==> src/rtl/scl_gen_pkg.sv <==
package scl_gen_pkg;
  localparam int CODE_W = 3;
  localparam int CNT_W  = 5;
  localparam int REG_W  = 8;
  localparam int PH_W   = CNT_W + 1;
  localparam int PRE_W  = (1 << CODE_W) - 1;

  typedef enum logic [1:0] {
    PH_IDLE = 2'd0,
    PH_LOW  = 2'd1,
    PH_WAIT = 2'd2,
    PH_HIGH = 2'd3
  } phase_e;

  // Prescaled ticks per phase: clamped count plus sampling overhead.
  function automatic logic [PH_W-1:0] phase_ticks(input logic [CNT_W-1:0] cnt,
                                                  input logic [CODE_W-1:0] code);
    logic [CNT_W-1:0] base;
    base = (cnt == '0) ? CNT_W'(1) : cnt;
    return PH_W'(base) + ((code == '0) ? PH_W'(4) : PH_W'(3));
  endfunction

  // Low bits of the prescale counter that must all be set for a tick.
  function automatic logic [PRE_W-1:0] prescale_mask(input logic [CODE_W-1:0] code);
    logic [PRE_W:0] one_hot;
    one_hot = (PRE_W+1)'(1) << code;
    return PRE_W'(one_hot - 1'b1);
  endfunction
endpackage

==> src/rtl/scl_prescaler.sv <==
module scl_prescaler
  import scl_gen_pkg::*;
(
  input  logic              clk,
  input  logic              rst_n,
  input  logic              clr,
  input  logic [CODE_W-1:0] code,
  output logic              pre_tick
);
  logic [PRE_W-1:0] div_q;
  logic [PRE_W-1:0] mask;

  assign mask     = prescale_mask(code);
  assign pre_tick = ((div_q & mask) == mask);

  always_ff @(posedge clk or negedge rst_n) begin
    if (!rst_n)   div_q <= '0;
    else if (clr) div_q <= '0;
    else          div_q <= div_q + 1'b1;
  end
endmodule

==> src/rtl/scl_in_filter.sv <==
module scl_in_filter #(
  parameter int SYNC_STAGES = 2
) (
  input  logic clk,
  input  logic rst_n,
  input  logic scl_in,
  output logic scl_filt
);
  logic [SYNC_STAGES-1:0] sync_q;
  logic                   prev_q;
  logic                   sampled;

  for (genvar g = 0; g < SYNC_STAGES; g++) begin : g_sync
    logic d;
    if (g == 0) begin : g_first
      assign d = scl_in;
    end else begin : g_next
      assign d = sync_q[g-1];
    end
    always_ff @(posedge clk or negedge rst_n) begin
      if (!rst_n) sync_q[g] <= 1'b1;
      else        sync_q[g] <= d;
    end
  end

  assign sampled = sync_q[SYNC_STAGES-1];

  // Accept a new level only once two consecutive samples agree.
  always_ff @(posedge clk or negedge rst_n) begin
    if (!rst_n) begin
      prev_q   <= 1'b1;
      scl_filt <= 1'b1;
    end else begin
      prev_q <= sampled;
      if (sampled == prev_q) scl_filt <= sampled;
    end
  end
endmodule

==> src/rtl/scl_phase_fsm.sv <==
module scl_phase_fsm
  import scl_gen_pkg::*;
(
  input  logic            clk,
  input  logic            rst_n,
  input  logic            active,
  input  logic            pre_tick,
  input  logic            scl_filt,
  input  logic [PH_W-1:0] low_len,
  input  logic [PH_W-1:0] high_len,
  output logic            scl_drive_low,
  output logic            low_start,
  output logic            high_start,
  output logic            phase_clr
);
  phase_e          state_q, state_d;
  logic [PH_W-1:0] cnt_q;
  logic            go_low, go_high;
  logic            low_done, high_done;

  assign low_done  = pre_tick && (cnt_q == PH_W'(low_len - 1'b1));
  assign high_done = pre_tick && (cnt_q == PH_W'(high_len - 1'b1));

  always_comb begin
    state_d = state_q;
    go_low  = 1'b0;
    go_high = 1'b0;
    if (!active) begin
      state_d = PH_IDLE;
    end else begin
      unique case (state_q)
        PH_IDLE: begin state_d = PH_LOW; go_low = 1'b1; end
        PH_LOW:  if (low_done) state_d = PH_WAIT;
        PH_WAIT: if (scl_filt) begin state_d = PH_HIGH; go_high = 1'b1; end
        PH_HIGH: if (high_done) begin state_d = PH_LOW; go_low = 1'b1; end
        default: state_d = PH_IDLE;
      endcase
    end
  end

  assign phase_clr     = (state_d != state_q) || (state_q == PH_IDLE) || (state_q == PH_WAIT);
  assign scl_drive_low = (state_q == PH_LOW);

  always_ff @(posedge clk or negedge rst_n) begin
    if (!rst_n) begin
      state_q    <= PH_IDLE;
      cnt_q      <= '0;
      low_start  <= 1'b0;
      high_start <= 1'b0;
    end else begin
      state_q    <= state_d;
      low_start  <= go_low;
      high_start <= go_high;
      if (state_d != state_q) cnt_q <= '0;
      else if (pre_tick)      cnt_q <= cnt_q + 1'b1;
    end
  end
endmodule

==> src/rtl/scl_rate_gen.sv <==
module scl_rate_gen
  import scl_gen_pkg::*;
#(
  parameter int SYNC_STAGES = 2
) (
  input  logic              clk,
  input  logic              rst_n,
  input  logic              soft_rst,
  input  logic              gen_en,
  input  logic [CODE_W-1:0] cfg_prescale,
  input  logic [REG_W-1:0]  cfg_low,
  input  logic [REG_W-1:0]  cfg_high,
  input  logic              scl_in,
  output logic              scl_drive_low,
  output logic              low_start,
  output logic              high_start
);
  logic [CODE_W-1:0] sh_code;
  logic [CNT_W-1:0]  sh_low, sh_high;
  logic [PH_W-1:0]   low_len, high_len;
  logic              active, pre_tick, phase_clr, scl_filt;
  logic              unused_cfg_bits;

  assign unused_cfg_bits = ^{cfg_low[REG_W-1:CNT_W], cfg_high[REG_W-1:CNT_W]};

  // Shadow configuration: loads only while the protocol reset is held.
  always_ff @(posedge clk or negedge rst_n) begin
    if (!rst_n) begin
      sh_code <= '0;
      sh_low  <= CNT_W'(1);
      sh_high <= CNT_W'(1);
    end else if (soft_rst) begin
      sh_code <= cfg_prescale;
      sh_low  <= cfg_low[CNT_W-1:0];
      sh_high <= cfg_high[CNT_W-1:0];
    end
  end

  assign active   = gen_en && !soft_rst;
  assign low_len  = phase_ticks(sh_low, sh_code);
  assign high_len = phase_ticks(sh_high, sh_code);

  scl_prescaler u_pre (
    .clk(clk), .rst_n(rst_n), .clr(phase_clr), .code(sh_code), .pre_tick(pre_tick)
  );

  scl_in_filter #(.SYNC_STAGES(SYNC_STAGES)) u_filt (
    .clk(clk), .rst_n(rst_n), .scl_in(scl_in), .scl_filt(scl_filt)
  );

  scl_phase_fsm u_fsm (
    .clk(clk), .rst_n(rst_n), .active(active), .pre_tick(pre_tick),
    .scl_filt(scl_filt), .low_len(low_len), .high_len(high_len),
    .scl_drive_low(scl_drive_low), .low_start(low_start),
    .high_start(high_start), .phase_clr(phase_clr)
  );
endmodule

==> config.mk <==
export PLATFORM = sky130hd
export DESIGN_NAME = scl_rate_gen
export DESIGN_NICKNAME = d
export VERILOG_FILES = /design/src/rtl/scl_gen_pkg.sv /design/src/rtl/scl_prescaler.sv /design/src/rtl/scl_in_filter.sv /design/src/rtl/scl_phase_fsm.sv /design/src/rtl/scl_rate_gen.sv
export SDC_FILE = /design/constraint.sdc
export NUM_CORES = 1
export LEC_CHECK = 0
export ABC_AREA = 1
export BUFFER_PORTS_ARGS = -buffer_cell sky130_fd_sc_hd__buf_2
export CORE_ASPECT_RATIO = 1.2
export CORE_UTILIZATION = 40
export DETAILED_ROUTE_END_ITERATION = 16
export SLEW_MARGIN = 20
export SYNTH_ARGS = -nofsm -noshare
export SYNTH_HDL_FRONTEND = slang
export SYNTH_HIERARCHICAL = 1
export SYNTH_SLANG_ARGS = --single-unit
export TNS_END_PERCENT = 5
==> constraint.sdc <==
create_clock -name clk -period 7.8 [get_ports clk]
set_input_delay 0.39 -clock clk [delete_from_list [all_inputs] [get_ports clk]]
set_output_delay 0.39 -clock clk [all_outputs]
set_load 0.02 [all_outputs]
==> metrics.yaml <==
h_tree_level_count: 2
post_synth_edffs: 0
tightestPinTransition_ns: 0.772
syn-num-nets: 395
setup.worst_path.start: "sh_code[1]$_DFFE_PN0P_"
required_ns: 8.00
detail_route.wirelength_microns: 4720
synth-warning-count: 6
drive_gt1_frac: 0.195
vias: 2128
remaining_drc_errors: 0
drv_slew: 0
regToRegSetupSlack_ns: 4.34
synthTopCellsByArea: "dfrtp_1, nand2_1, inv_1, ha_1, dfstp_2"
drt_iter0_drc: 89
first_drt_pass_iteration_count: 6
finalCriticalPeriod_ns: 3.46
drt-wirelength-per-cell_microns: 10.3
timing.final.crit_share: 0.444
timing.clock.skew_ns: 0.00413
post-dp-hpwl_microns: 3790
antenna_cells_inserted: 0
worstReg2RegStart: "sh_code[1]$_DFFE_PN0P_"
clock_sinks: 34
grt.overflow.total: 0
hold_slack_ns: 0.184
io_buffer_count: 20
synth_common_cells: "nand2_1, inv_1, dfrtp_1, nand3_1, nor2_1"
globalplace.congestion: 0.873
setup.worst_path.end: "u_pre/div_q[3]$_DFF_PN0_"
ff_latch_area_sq_um: 858
dominantRegCellSynth: "dfrtp_1"
clock_tree.root_cell: "clkbuf_8"
grt_util_all_layers: 0.163
setup_ws_ns: 4.34
power-per-cell-area_mw_per_mm2: 184
post_drt_via_cell_ratio: 4.66
relSlewSlack: 0.485
grt_pass1_wl_microns: 8200
die_width_microns: 74.5
hold_fix_buffers_cts: 0
cts_post_setup_buffers_inserted: 0
worstSkewPairLatency_ns: 0.28
antenna_left: 0
syn-instance-count: 354
hold_path_class: "in2async"
critical_path_arrival_ns: 3.66
synth.ff_latch_count: 34
maxCapViolCount: 0
grt_start_max_net_pins: 35
r2r_cells: 21
multi_input_logic_area_sq_mm: 0.00136
initial_antenna_violation_count: 0
cts.reportedPaths.clkPinSlew_ns: 0.07
startpoint_type: "flop"
chipHeight_microns: 89.1
syn_area_per_cell_sq_um: 7.14
async_reset_ff_frac: 1.00
synth.largest_area_cell: "dfrtp_1"
fin_nets: 415
tritoncts: "built"
coreArea_sq_mm: 0.00605
tritoncts.num_buffers: 5
finalSetupTns_ns: 0
starting_utilization_of_the_core_area: 0.417
floorplan.die_area_sq_mm: 0.00664
setup.worst_path.end_class: "flop"
worstPathMaxFanout: 5
grt_setup_unrepaired: "no"
postLayoutCoreUtil: 0.461
cts_resized: 0
ioPinCount: 27
detailedPlace.worstSlack_ns: 4.30
max_freq_ghz: 0.289
post_synth_instance_area_sq_mm: 0.00253
final.fill_count: 636
irDropWorstVdd_v: 0.0000878
worst-setup-path-type: "reg2reg"
crit-reg2reg-capture: "u_pre/div_q[3]$_DFF_PN0_"
cts-root-to-sink-buffers: 2
post_route_total_power_uw: 513
finalHoldViolCount: 0
synth.most_common_cell: "nand2_1"
p_leak_uw: 0.00150
area_growth_syn_to_layout_pct: 10.3
netlist-cell-type-count: 31
setup_violations: 0
synth.yosys.seq_area_share: 0.340
first_global_vias: 1896
outcome: "completed"
synth_largest_type_area_fraction: 0.277
floorplan.rows: 31
-- per-layer routing --
metal | part of all wire | GRT usage | vias up
met3 | 0.027 | 0.0271 | 4
li1 | - | - | 1134
met5 | 0 | 0 | -
met4 | 0.010 | 0.0738 | 0
met1 | 0.46 | 0.187 | 959
met2 | 0.50 | 0.292 | 31
-- metrics by stage --
step | cell area, sq um | std cells
2_1_floorplan | 2530 | 354
3_3_place_gp | 2680 | 449
3_5_place_dp | 2680 | 449
4_1_cts | 2790 | 457
5_1_grt | 2790 | 457
6_report | 2790 | 457
-- logic make-up after synthesis --
| family | Yosys count | share of synthesized area |
|---|---|---|
| simple gates | 184 | 0.329 |
| buf+inv | 74 | 0.120 |
| compound gates | 36 | 0.0872 |
| flops | 34 | 0.340 |
| fa+ha+maj | 17 | 0.0901 |
| xor+xnor | 8 | 0.0277 |
| mux | 1 | 0.00594 |
-- power breakdown --
| group | switching [uW] | internal, uW |
|---|---|---|
| sequential | 9.52 | 188 |
| combinational | 105 | 59.6 |
| clock | 61.4 | 89.1 |
| total | 176 | 337 |
-- registers in the layout, indices dropped and copies added, names as in the netlist --
signal            flops
u_pre/div_q           7
u_fsm/cnt_q           6
sh_high               5
sh_low                5
sh_code               3
u_fsm/state_q         2
u_filt/g_sync.d       1
u_filt/prev_q         1
u_filt/sampled        1
u_filt/scl_filt       1
u_fsm/high_start      1
u_fsm/low_start       1
-- cell usage in the layout (no fill, tap or decap) --
cell and instances:
inv_2 7, dfstp_2 6, nor2_4 1, inv_1 58, ha_1 15, nand2_2 7, nand3_1 27, nor2_1 20
a21oi_1 11, a2111oi_0 1, nand2_1 106, fa_1 2, nand3_2 3, nand3_4 1, nand2_4 1, nor2_2 9
mux2_4 1, clkinv_1 2, nand4_1 6, o21ai_0 13, o21ai_2 7, a211oi_1 1, a21oi_2 2, xor2_1 5
buf_2 20, o21ai_1 1, xnor2_1 3, nor3_1 3, clkbuf_8 8, dfrtp_1 28
-- layout make-up --
type | instances | share of cell area
flip-flops and latches | 34 | 0.308
well taps | 82 | 0.0368
multi-input cells | 246 | 0.489
inverters | 67 | 0.0903
repair buffers | 20 | 0.0359
clock buffers | 8 | 0.0395
-- critical path, stage by stage (launching register included) --
cell	delay [ns]
dfrtp_1	0.42
inv_1	0.09
nand3_1	0.22
ha_1	0.33
inv_1	0.08
fa_1	0.41
inv_1	0.09
inv_1	0.06
ha_1	0.30
nand2_1	0.08
inv_1	0.03
nor2_1	0.07
nand3_1	0.08
nor2_2	0.13
nand3_1	0.10
a21oi_2	0.15
nand2_2	0.08
nand3_2	0.10
nand4_1	0.17
inv_1	0.18
o21ai_0	0.10
a21oi_1	0.12
-- worst min path at each step --
stage                     slack [ns]                         start                           end
after floorplan                 0.09                         rst_n        sh_code[0]$_DFFE_PN0P_
after global placement          0.35  u_filt/g_sync[1].d$_DFF_PN1_      u_filt/sampled$_DFF_PN1_
after detailed placement        0.35  u_filt/g_sync[1].d$_DFF_PN1_      u_filt/sampled$_DFF_PN1_
after CTS                       0.20                         rst_n      u_pre/div_q[5]$_DFF_PN0_
after global routing            0.20                        scl_in  u_filt/g_sync[1].d$_DFF_PN1_
final                           0.18                         rst_n      u_pre/div_q[4]$_DFF_PN0_
Note: power is estimated with default switching activity, not from simulation.
